## config.mk

```make
export PLATFORM = sky130hd
export DESIGN_NAME = sbus_datapath
export DESIGN_NICKNAME = d
export VERILOG_FILES = /design/src/rtl/sbus_pkg.sv /design/src/rtl/sbus_reg.sv /design/src/rtl/sbus_bus_mux.sv /design/src/rtl/sbus_alu.sv /design/src/rtl/sbus_datapath.sv
export SDC_FILE = /design/constraint.sdc
export NUM_CORES = 1
export LEC_CHECK = 0
export BUFFER_PORTS_ARGS = -buffer_cell sky130_fd_sc_hd__buf_2
export CAP_MARGIN = 15
export CORE_MARGIN = 4
export CORE_UTILIZATION = 45
export CTS_CLUSTER_DIAMETER = 200
export DETAILED_ROUTE_END_ITERATION = 16
export SETUP_SLACK_MARGIN = 0.5
export SYNTH_ARGS = -nofsm -noshare
export SYNTH_HDL_FRONTEND = slang
export SYNTH_SLANG_ARGS = --single-unit
```

## constraint.sdc

```tcl
create_clock -name clk_i -period 8.4 [get_ports clk_i]
set_input_delay 0.84 -clock clk_i [delete_from_list [all_inputs] [get_ports clk_i]]
set_output_delay 0.84 -clock clk_i [all_outputs]
set_load 0.02 [all_outputs]
```

## src/rtl/sbus_pkg.sv

```systemverilog
package sbus_pkg;
  typedef enum logic [2:0] {
    ALU_ADD      = 3'd0,
    ALU_SUB      = 3'd1,
    ALU_AND      = 3'd2,
    ALU_OR       = 3'd3,
    ALU_XOR      = 3'd4,
    ALU_PASS_BUS = 3'd5,
    ALU_PASS_MUX = 3'd6,
    ALU_ZERO     = 3'd7
  } alu_op_e;
endpackage

```

## src/rtl/sbus_reg.sv

```systemverilog
module sbus_reg #(
  parameter int DW = 32
) (
  input  logic          clk_i,
  input  logic          rst_ni,
  input  logic          ld_i,
  input  logic [DW-1:0] d_i,
  output logic [DW-1:0] q_o
);
  always_ff @(posedge clk_i or negedge rst_ni) begin
    if (!rst_ni)   q_o <= '0;
    else if (ld_i) q_o <= d_i;
  end

  a_r3_hold_when_idle: assert property (@(posedge clk_i) disable iff (!rst_ni)
    !ld_i |=> $stable(q_o));
  a_r3_capture: assert property (@(posedge clk_i) disable iff (!rst_ni)
    ld_i |=> q_o == $past(d_i));
endmodule

```

## src/rtl/sbus_bus_mux.sv

```systemverilog
module sbus_bus_mux #(
  parameter int DW   = 32,
  parameter int NDRV = 13
) (
  input  logic                      clk_i,
  input  logic                      rst_ni,
  input  logic [NDRV-1:0]           en_i,
  input  logic [NDRV-1:0][DW-1:0]   data_i,
  output logic [DW-1:0]             bus_o
);
  // AND-OR selection; the single-driver rule is a precondition
  always_comb begin
    bus_o = '0;
    for (int i = 0; i < NDRV; i++)
      bus_o = bus_o | (data_i[i] & {DW{en_i[i]}});
  end

  a_r10_one_driver: assert property (@(posedge clk_i) disable iff (!rst_ni)
    $onehot0(en_i));
  a_r2_idle_zero: assert property (@(posedge clk_i) disable iff (!rst_ni)
    (en_i == '0) |-> (bus_o == '0));
endmodule

```

## src/rtl/sbus_alu.sv

```systemverilog
module sbus_alu
  import sbus_pkg::*;
#(
  parameter int DW = 32
) (
  input  alu_op_e       op_i,
  input  logic [DW-1:0] a_i,
  input  logic [DW-1:0] b_i,
  input  logic          cin_i,
  output logic [DW-1:0] res_o
);
  always_comb begin
    unique case (op_i)
      ALU_ADD:      res_o = a_i + b_i;
      ALU_SUB:      res_o = a_i + ~b_i + {{(DW-1){1'b0}}, cin_i};
      ALU_AND:      res_o = a_i & b_i;
      ALU_OR:       res_o = a_i | b_i;
      ALU_XOR:      res_o = a_i ^ b_i;
      ALU_PASS_BUS: res_o = b_i;
      ALU_PASS_MUX: res_o = a_i;
      default:      res_o = '0;
    endcase
  end
endmodule

```

## src/rtl/sbus_datapath.sv

```systemverilog
module sbus_datapath
  import sbus_pkg::*;
#(
  parameter int DW      = 32,
  parameter int NREG    = 8,
  parameter int INC_VAL = 4
) (
  input  logic            clk_i,
  input  logic            rst_ni,
  input  logic [NREG-1:0] gpr_out_i,
  input  logic [NREG-1:0] gpr_in_i,
  input  logic            pc_out_i,
  input  logic            pc_in_i,
  input  logic            ir_out_i,
  input  logic            ir_in_i,
  input  logic            tmp_out_i,
  input  logic            tmp_in_i,
  input  logic            y_in_i,
  input  logic            z_out_i,
  input  logic            z_in_i,
  input  logic            mar_in_i,
  input  logic            mdr_out_i,
  input  logic            mdr_in_i,
  input  logic            mdr_mem_in_i,
  input  logic            mdr_mem_out_i,
  input  logic            sel_const_i,
  input  logic [2:0]      alu_op_i,
  input  logic            carry_i,
  input  logic            mem_rd_i,
  input  logic            mem_wr_i,
  input  logic            mem_done_i,
  input  logic [DW-1:0]   mem_rdata_i,
  output logic [DW-1:0]   mem_addr_o,
  output logic [DW-1:0]   mem_wdata_o,
  output logic            mem_wdata_en_o,
  output logic            mem_rd_o,
  output logic            mem_wr_o,
  output logic [DW-1:0]   ir_o,
  output logic [DW-1:0]   bus_o
);
  localparam int IDX_PC  = NREG;
  localparam int IDX_IR  = NREG + 1;
  localparam int IDX_TMP = NREG + 2;
  localparam int IDX_Z   = NREG + 3;
  localparam int IDX_MDR = NREG + 4;
  localparam int NDRV    = NREG + 5;
  localparam logic [DW-1:0] CONST_INC = DW'(INC_VAL);

  logic [NDRV-1:0]         drv_en;
  logic [NDRV-1:0][DW-1:0] drv_data;
  logic [DW-1:0]           bus;
  logic [DW-1:0]           pc_q, ir_q, tmp_q, y_q, z_q, mar_q, mdr_q;
  logic [DW-1:0]           opa, alu_res;

  assign drv_en = {mdr_out_i, z_out_i, tmp_out_i, ir_out_i, pc_out_i, gpr_out_i};

  for (genvar g = 0; g < NREG; g++) begin : g_gpr
    logic [DW-1:0] q;
    sbus_reg #(.DW(DW)) u_gpr (
      .clk_i(clk_i), .rst_ni(rst_ni), .ld_i(gpr_in_i[g]), .d_i(bus), .q_o(q));
    assign drv_data[g] = q;
  end

  sbus_reg #(.DW(DW)) u_pc  (.clk_i(clk_i), .rst_ni(rst_ni), .ld_i(pc_in_i),  .d_i(bus),     .q_o(pc_q));
  sbus_reg #(.DW(DW)) u_ir  (.clk_i(clk_i), .rst_ni(rst_ni), .ld_i(ir_in_i),  .d_i(bus),     .q_o(ir_q));
  sbus_reg #(.DW(DW)) u_tmp (.clk_i(clk_i), .rst_ni(rst_ni), .ld_i(tmp_in_i), .d_i(bus),     .q_o(tmp_q));
  sbus_reg #(.DW(DW)) u_y   (.clk_i(clk_i), .rst_ni(rst_ni), .ld_i(y_in_i),   .d_i(bus),     .q_o(y_q));
  sbus_reg #(.DW(DW)) u_z   (.clk_i(clk_i), .rst_ni(rst_ni), .ld_i(z_in_i),   .d_i(alu_res), .q_o(z_q));
  sbus_reg #(.DW(DW)) u_mar (.clk_i(clk_i), .rst_ni(rst_ni), .ld_i(mar_in_i), .d_i(bus),     .q_o(mar_q));

  assign drv_data[IDX_PC]  = pc_q;
  assign drv_data[IDX_IR]  = ir_q;
  assign drv_data[IDX_TMP] = tmp_q;
  assign drv_data[IDX_Z]   = z_q;
  assign drv_data[IDX_MDR] = mdr_q;

  // memory-side load wins over bus-side load, but only on completion
  always_ff @(posedge clk_i or negedge rst_ni) begin
    if (!rst_ni)                         mdr_q <= '0;
    else if (mdr_mem_in_i && mem_done_i) mdr_q <= mem_rdata_i;
    else if (mdr_in_i)                   mdr_q <= bus;
  end

  sbus_bus_mux #(.DW(DW), .NDRV(NDRV)) u_bus (
    .clk_i(clk_i), .rst_ni(rst_ni), .en_i(drv_en), .data_i(drv_data), .bus_o(bus));

  assign opa = sel_const_i ? CONST_INC : y_q;

  sbus_alu #(.DW(DW)) u_alu (
    .op_i(alu_op_e'(alu_op_i)), .a_i(opa), .b_i(bus), .cin_i(carry_i), .res_o(alu_res));

  assign mem_addr_o     = mar_q;
  assign mem_wdata_o    = mdr_q;
  assign mem_wdata_en_o = mdr_mem_out_i;
  assign mem_rd_o       = mem_rd_i;
  assign mem_wr_o       = mem_wr_i;
  assign ir_o           = ir_q;
  assign bus_o          = bus;

  a_r8_mem_load: assert property (@(posedge clk_i) disable iff (!rst_ni)
    (mdr_mem_in_i && mem_done_i) |=> mdr_q == $past(mem_rdata_i));
  a_r8_no_done_hold: assert property (@(posedge clk_i) disable iff (!rst_ni)
    (!mdr_in_i && !(mdr_mem_in_i && mem_done_i)) |=> $stable(mdr_q));
  a_r7_mar_addr: assert property (@(posedge clk_i) disable iff (!rst_ni)
    mar_in_i |=> mem_addr_o == $past(bus_o));
  a_r5_inc_pc: assert property (@(posedge clk_i) disable iff (!rst_ni)
    (z_in_i && sel_const_i && alu_op_i == 3'd0) |=> z_q == $past(bus_o) + CONST_INC);
endmodule

```

# Yosys cells after proc, flatten, opt, wreduce, memory -nomap -nowiden
# Cells that the tools add are included.
[totals] mem_bits_rw=0 reg_bits=480 rom_bits=0 mem_count=0 inputBits=72 elab_cells=60 latchBits=0 output_inout_bits=131
[op_classes] shift=0 eq_ne=6 bitwise_logic=29 n_lt_le_gt_ge=0 n_reduce_logical=3 mux=4 div_mod_pow=0 multipliers=0 addsub=3
[ops] op="bitwise AND 32 bit" n=14
[ops] op="bitwise OR 32 bit" n=13
[ops] op="case mux 32 bit (7 select lines)" n=1
[ops] op="2-to-1 mux 32 bit" n=3
[ops] op="adder 32 bit" n=2
[ops] op="adder 32 x 1 -> 32 bit" n=1
[ops] op="NOT 32 bit" n=1
[ops] op="bitwise XOR 32 bit" n=1
[ops] op="== test 3 bit (second input constant)" n=3
[ops] op="== test 3 x 2 -> 1 bit (second input constant)" n=2
[ops] op="== test 3 x 1 -> 1 bit (second input constant)" n=1
[ops] op="logical NOT 3 bit" n=1
[ops] op="nonzero test 2 bit" n=1
[ops] op="logical AND 1 bit" n=1

# Longest topological paths before layout
# Gate-level depths: netlist of the first run.
[depth] ltp_word=17 ltp_mapped=19

# Hierarchy
# A second synthesis of the first run with hierarchy kept.
[unflattened] cells_unflattened=2297 hier_area_um2=28660.0
[by_module_without_submodules] mod="sbus_reg" instances=14 area_each_um2=1345.0 cells_each=68 seq_area_each_um2=800.8
[by_module_without_submodules] mod="sbus_alu" instances=1 area_each_um2=5779.3 cells_each=868 seq_area_each_um2=0.0
[by_module_without_submodules] mod="sbus_bus_mux" instances=1 area_each_um2=2128.3 cells_each=295 seq_area_each_um2=0.0
[by_module_without_submodules] mod="sbus_datapath" instances=1 area_each_um2=1921.8 cells_each=182 seq_area_each_um2=800.8

# Least setup slack after synthesis of the first run
# Ideal clock, no wire load.
[synth_path] path_type="input port to flip-flop" from="input port gpr_out_i[5]" to="register u_z.q_o[12]" required_time_ns=8.279 stages=16 slack_ns=3.578 path_buffers=3 setup_ns=0.121 arrival_ns=4.701 cell_sequence="clkbuf_1 > clkbuf_1 > a22oi_1 > nand3_1 > nor2_1 > clkbuf_1 > fa_1 > fa_1 > a21oi_1 > o21bai_1 > a2111o_1 > and3_1 > or3b_1 > a221oi_1 > o221ai_1 > a22o_1"
[synth_between] elab_chain_len=13
[synth_lines] item="start, declared" line="sbus_datapath.sv:10" source="input logic [NREG-1:0] gpr_out_i,"
[synth_lines] item="bitwise AND 32 bit *" line="sbus_bus_mux.sv:15" source="bus_o = bus_o | (data_i[i] & {DW{en_i[i]}});"
[synth_lines] item="bitwise OR 32 bit * (8 in series)" line="sbus_bus_mux.sv:15"
[synth_lines] item="NOT 32 bit" line="sbus_alu.sv:15" source="ALU_SUB: res_o = a_i + ~b_i + {{(DW-1){1'b0}}, cin_i};"
[synth_lines] item="adder 32 bit" line="sbus_alu.sv:15"
[synth_lines] item="adder 32 x 1 -> 32 bit" line="sbus_alu.sv:15"
[synth_lines] item="case mux 32 bit (7 select lines) *" line="sbus_alu.sv:13" source="unique case (op_i)"
[synth_lines] item="end signal, assigned" line="sbus_reg.sv:12" source="else if (ld_i) q_o <= d_i;"
[synth_lines] item="end, declared" line="sbus_reg.sv:8" source="output logic [DW-1:0] q_o"
# Every way passes the cells marked *; elsewhere a longest branch is shown, timed or not.
# A chain may end at the register's enable or synchronous reset.

# Worst setup path in the final report of the first run
[layout_path] from="input port gpr_out_i[4]" to="register u_z.q_o[29]"
[layout_between] elab_chain_len=14
[layout_lines] item="bitwise AND 32 bit *" line="sbus_bus_mux.sv:15"
[layout_lines] item="bitwise OR 32 bit * (9 in series)" line="sbus_bus_mux.sv:15"
[layout_lines] item="NOT 32 bit" line="sbus_alu.sv:15"
[layout_lines] item="adder 32 bit" line="sbus_alu.sv:15"
[layout_lines] item="adder 32 x 1 -> 32 bit" line="sbus_alu.sv:15"
[layout_lines] item="case mux 32 bit (7 select lines) *" line="sbus_alu.sv:13"
# Marked as above.

==> results of run 1 <==
critical path, stage by stage:
cell and delay, ps:
buf_2 410, a222oi_1 460, nand3_1 190, nor2_2 800
inv_1 170, ha_1 290, o311a_1 390, o21ai_0 550
o211ai_1 240, a41oi_1 650, nor2_1 110, o31ai_1 360
a31oi_1 160, nand3_1 110
cell usage after synthesis, types with 38 or more instances:
library cell,number,area (µm²)
nor2_1,522,1960
a21oi_1,511,2560
dfrtp_1,480,12000
clkbuf_1,205,769
a22oi_1,169,1270
nand2_1,132,495
o21ai_0,114,571
inv_1,103,387
ha_1,100,1250
nand3_1,79,395
buf_4,67,503
nand2b_1,38,238
cell families after synthesis:
| logic type | after synthesis |
|---|---|
| fa+ha+maj | 103 |
| compound gates | 1029 |
| mux | 19 |
| buf+inv | 412 |
| xor+xnor | 16 |
| simple gates | 858 |
| flops | 480 |
cells in the final DEF, fill, tap and decap left out, drive strengths merged, types with 14 or more instances in the layout:
cell and count:
nor2b 19, a22oi 169, a21o 14, a222oi 33
o21ai 118, clkbuf 73, nand2 132, ha 100
nand2b 38, nor3 25, nand3 79, a221oi 17
dfrtp 480, nor2 522, a21oi 511, buf 269
mux2i 17, inv 103, xnor2 14, o211ai 19
o221ai 21
layer usage:
layer  routed length, µm  part of all wire  global-route usage
met1               40000              0.43               0.418
met2               42200              0.46               0.482
met3                6420             0.069              0.0409
met4                3780             0.041               0.110
met5                   0                 0                   0
registers in the layout, indices dropped and copies added, names as in the netlist:
signal           count
u_z.q_o             32
mem_wdata_o         32
u_ir.q_o            32
g_gpr.u_gpr.q_o    256
u_y.q_o             32
u_pc.q_o            32
u_tmp.q_o           32
u_mar.q_o           32
area by class of cell:
class | instances | share of cell area
clock inverters | 21 | 0.00934
flip-flops and latches | 480 | 0.423
clock buffers | 73 | 0.0529
repair buffers | 269 | 0.0557
well taps | 748 | 0.0330
inverters | 103 | 0.0136
multi-input cells | 2025 | 0.413
per-stage QoR:
stage	worst slack, ps	instance area, µm²
after floorplan	3580	25500
after global placement	2800	26600
after detailed placement	2660	26600
after CTS	3300	28400
after global routing	2950	28400
final	3200	28400
worst max path at each step:
stage                             from     endpoint  slack [ps]  cells past startpoint
after floorplan           gpr_out_i[5]  u_z.q_o[12]        3580                     16
after global placement    gpr_out_i[4]  u_z.q_o[19]        2800                     14
after detailed placement  gpr_out_i[4]  u_z.q_o[29]        2660                     14
after CTS                 gpr_out_i[4]  u_z.q_o[29]        3300                     14
after global routing      gpr_out_i[4]  u_z.q_o[29]        2950                     14
final                     gpr_out_i[4]  u_z.q_o[29]        3200                     14
power by group through the flow:
stage	Sequential [µW]	Clock, µW	Combinational (µW)
2_1_floorplan	2410	0	362
3_3_place_gp	2440	0	566
3_5_place_dp	2440	0	570
4_1_cts	2400	2420	571
5_1_grt	2400	2500	626
6_report	2400	2370	579
==> results.txt, run 1 <==
Status: completed
Post-synthesis net count: 3092
Final Power: 5350 µW
Async SR Flop Fraction: 1.00
Crit-path max FO: 32
R2r startpoint: g_gpr[2].u_gpr.q_o[1]
Worst-Margin Slew: 1190 ps
Post-CTS Resized: 0
Core Util, Final: 0.510
Syn_area_per_cell: 8.74 µm²
Compound-Gate Fraction of Synth Area: 0.250
Die W: 246 µm
VDD IR max: 0.156 mV
Post-Place Cells: 3624
Setup violators final: 0
LEAKAGE: 0.0104 µW
Antenna Nets Post-Route: 0
Die Area: 60500 µm²
Grt ovf: 0
Max Cap Violations: 0
Clock buffer depth: 3
Clk Latency, worst-skew pair: 620 ps
DR pass1 iterations: 8
Starting Density: 0.458
Worst EP arrival: 5750 ps
Crit start category: primary input
Register area share after synthesis: 0.471
Clock group share of total power: 0.444
Min Hold Slack: 205 ps
# IOs: 203
Number of enable flip-flop cells after synthesis: 0
Sw frac: 0.274
Total negative slack: 0 ps
Largest net degree at the start of global routing: 167
Setup crit end kind: flip-flop
Int Pwr: 3890 µW
DRC violations left: 0
YS warnings: 0
Post-layout min period: 5200 ps
Die H: 246 µm
Reg2reg setup slack: 3580 ps
RSZ-0062 raised after global routing: no
Largest family of logic cells by synthesized area: compound AO/OA/AOI/OAI gates
Routability cong.: 0.935
Clk sinks: 480
Post-Layout Cell Count: 3719
Pwr Density: 188 nW/µm²
First-pass GRT wire length: 140000 µm
#FFs+latches synth: 480
Reg-to-Reg End: u_z.q_o[29]
Nets: 3106
Drt via density: 6.19
DR vias: 23013
Synth cell types: 74
Total track usage: 0.300
H-tree depth: 2
CTS tree: built
Share of cells above drive strength 1: 0.128
Initial drt markers: 2416
CP Data Required Time: 8950 ps
Gate power share: 0.108
XOR/XNOR share of the synthesized area: 0.00550
Post-route clock skew: 31.3 ps
Reg2reg path depth: 13
Synth-to-Final Area Change: 11.3%
Drt total wl: 92400 µm
Initial antenna violation count: 0
Top FF cell, synth: dfrtp_1
ANT cells: 0
Fin. Hold Viols: 0
Slew Limit Fails: 0
Placed wire-length estimate: 60500 µm
Slew HR: 0.206
Min-delay worst type: in2async
Setup bufs post-CTS: 0
Clock transition at path regs: 60 ps
Setup CP Type: in2reg
Adder-cell area share of the yosys netlist: 0.0514
Net switching power: 1460 µW
Fill cells: 5309
Cell area after synthesis: 25500 µm²
Multiplexer area fraction after synthesis: 0.00756
Hold_buf cts: 0
CORE AREA: 55600 µm²
# rows: 86
Wire length per cell: 24.8 µm
Clk root buf: clkbuf_16
Synth Instances: 2917
Vias in the first global route: 22222
Reg area: 12000 µm²
PortBufs: 196
Sequential power share: 0.448
F_max: 0.192 GHz
Simple-gate share of the synthesized area: 0.143
CTS Buf Count: 52
Multi-input logic area: 11700 µm²
Fin crit share: 0.619
No activity file was read; power rests on OpenSTA's default activity.
==> run 2: changes to the inputs <==
--- a/config.mk
+++ b/config.mk
@@ -11,6 +11,7 @@
 export CORE_UTILIZATION = 45
 export CTS_CLUSTER_DIAMETER = 200
 export DETAILED_ROUTE_END_ITERATION = 16
+export PLACE_DENSITY = 0.65
 export SETUP_SLACK_MARGIN = 0.5
 export SYNTH_ARGS = -nofsm -noshare
 export SYNTH_HDL_FRONTEND = slang
==> constraint.sdc (replaced) <==
create_clock -name clk_i -period 4.2 [get_ports clk_i]
set_input_delay 0.42 -clock clk_i [delete_from_list [all_inputs] [get_ports clk_i]]
set_output_delay 0.42 -clock clk_i [all_outputs]
set_load 0.02 [all_outputs]
==> run 2 against run 1 <==
Power increased by 100%; highest routed layer is now met5; routed wire length up 3.8%; via count up 4.0%; sequential share of layout area fell by 3.5 points; clock power grew 100%; die area stayed put; critical path depth fell by 1; core utilization is 4.7 points higher; count of clock-buffer cells in the layout rose by 1; combinational power up 130%; setup slack worse by 2700 ps; cell area increased by 9.1%.
==> results.txt, run 2 (synthesized netlist as in run 1, its figures left out) <==
Post-layout min period: 3740 ps
Initial drt markers: 2795 (+16%)
Worst-Margin Slew: 1100 ps (-86.1 ps)
# rows: 86 (unchanged)
Post-route clock skew: 17.8 ps (-13.5 ps)
Fill cells: 5003 (-5.8%)
Min-delay worst type: in2reg
Max reg flops: 256 (unchanged)
F_max: 0.268 GHz
H-tree depth: 2 (unchanged)
Placed wire-length estimate: 67400 µm (+12%)
Drt via density: 6.05 (-2.3%)
Die Area: 60500 µm² (unchanged)
Status: completed
Total track usage: 0.309 (+0.00905)
LEAKAGE: 0.0117 µW (+13%)
Fin. Hold Viols: 0 (unchanged)
Crit start category: flip-flop
Share of cells above drive strength 1: 0.213 (+0.0856)
Synth-to-Final Area Change: 21.5%
Most frequent cells in the layout: 502 x nor2_1, 500 x a21oi_1, 480 x dfrtp_1
Initial antenna violation count: 5 (+5)
Routability cong.: 0.989 (+5.8%)
Die W: 246 µm (unchanged)
Clk Latency, worst-skew pair: 610 ps (about the same)
Setup violators final: 0 (unchanged)
CTS Buf Count: 52 (unchanged)
RSZ-0062 raised after global routing: yes
Setup crit end kind: flip-flop
Commonest non-fill, non-tap cell in the layout: nor2_1
Grt ovf: 0 (unchanged)
Starting Density: 0.458 (unchanged)
# IOs: 203 (unchanged)
CTS tree: built
PortBufs: 196 (unchanged)
Top reg by flops: g_gpr.u_gpr.q_o
CP Data Required Time: 4690 ps (-4260 ps)
Slew Limit Fails: 0 (unchanged)
Final Power: 10900 µW (+100%)
Wire length per cell: 24.2 µm (-2.5%)
Vias in the first global route: 23579 (+6.1%)
Clk root buf: clkbuf_16
Crit-path max FO: 6 (-81%)
Nets: 3343 (+7.6%)
Antenna Nets Post-Route: 0 (unchanged)
First-pass GRT wire length: 144000 µm (+3.3%)
Clk sinks: 480 (unchanged)
DR pass1 iterations: 8 (unchanged)
VDD IR max: 0.339 mV (+120%)
Max Cap Violations: 0 (unchanged)
CORE AREA: 55600 µm² (unchanged)
Die H: 246 µm (unchanged)
Largest net degree at the start of global routing: 155 (-7.2%)
Pwr Density: 352 nW/µm² (+87%)
DRC violations left: 0 (unchanged)
Fin crit share: 0.889
Reg2reg setup slack: 460 ps (-3120 ps)
Clock transition at path regs: 70 ps (about the same)
Worst EP arrival: 4220 ps (-1530 ps)
Total negative slack: 0 ps (unchanged)
Slew HR: 0.264 (+0.0582)
Clock buffer depth: 3 (unchanged)
Drt total wl: 95900 µm (+3.8%)
DR vias: 23942 (+4.0%)
Setup CP Type: reg2reg
[run 2: changes by cell type in the layout (fill, tap and decap cells not counted), moves of 9 or more]
cell           previous run  this run
nor2_4                    0        12
nor2_1                  512       502
dlygate4sd3_1             0        12
ha_1                    100        91
buf_4                    69       269
a21oi_2                   0        11
a21oi_1                 511       500
buf_12                    3        20
[run 2: report_power, final]
group	internal (µW)	switching, µW
logic	453	894
clock network	2770	2010
registers	4700	85.0
total	7920	2990
[run 2: per-layer routing]
metal | GRT usage | share of wire | wire (µm)
met1 | 0.401 | 0.40 | 38300
met2 | 0.523 | 0.48 | 46300
met3 | 0.0384 | 0.070 | 6720
met4 | 0.133 | 0.048 | 4560
met5 | 0 | 0.000083 | 8
[run 2: layout make-up]
type | count | area [µm²] | area share
timing repair buffer | 506 | 3630 | 0.117
sequential | 480 | 12000 | 0.388
tap | 748 | 936 | 0.0302
clock inverter | 21 | 251 | 0.00812
antenna | 3 | 7.51 | 0.000242
clock buffer | 74 | 1520 | 0.0489
multi-input combinational | 2025 | 12200 | 0.395
inverter | 103 | 394 | 0.0127
[run 2: stage by stage]
step           area [µm²]  hold WS (ps)  std cells   util  worst slack [ps]
2_1_floorplan       25900           124       2917      -               330
3_3_place_gp        28500           304       3835  0.512             -57.4
3_5_place_dp        28500           302       3835  0.512              -106
4_1_cts             30600          1.09       3948  0.550               470
5_1_grt             31000          29.5       3960  0.557               344
6_report            31000          18.1       3960  0.557               464
[run 2: repair_timing]
action,4_1_cts,5_1_grt
buffers inserted,6,9
endpoints found under the setup margin,20,21
cloned,0,0
hold buffers,12,0
pin swaps,24,52
resized for setup,32,68
endpoints found under the hold margin,38,0
[run 2: path summary, 6_finish.rpt]
check                                            from               to  cells past startpoint
worst min-delay path                  mem_rdata_i[22]  mem_wdata_o[22]                      3
worst max-delay path            g_gpr[0].u_gpr.q_o[7]      u_z.q_o[30]                     13
worst min register to register             u_z.q_o[8]       u_z.q_o[8]                      1
min in group asynchronous                      rst_ni     u_mar.q_o[7]                      2
max in group asynchronous                      rst_ni     u_ir.q_o[26]                      3
worst max register to register  g_gpr[0].u_gpr.q_o[7]      u_z.q_o[30]                     13
[run 2: worst max-delay path, stage by stage (launching register included)]
cell and delay [ps]:
dfrtp_1 380, a222oi_1 420, nand3_1 220, nor2_4 250, ha_2 370, a21o_1 250, a21o_1 200, a32oi_2 270
o32ai_1 170, nor3b_2 290, o311ai_1 220, a211oi_2 280, mux2i_1 200, o21ai_0 90
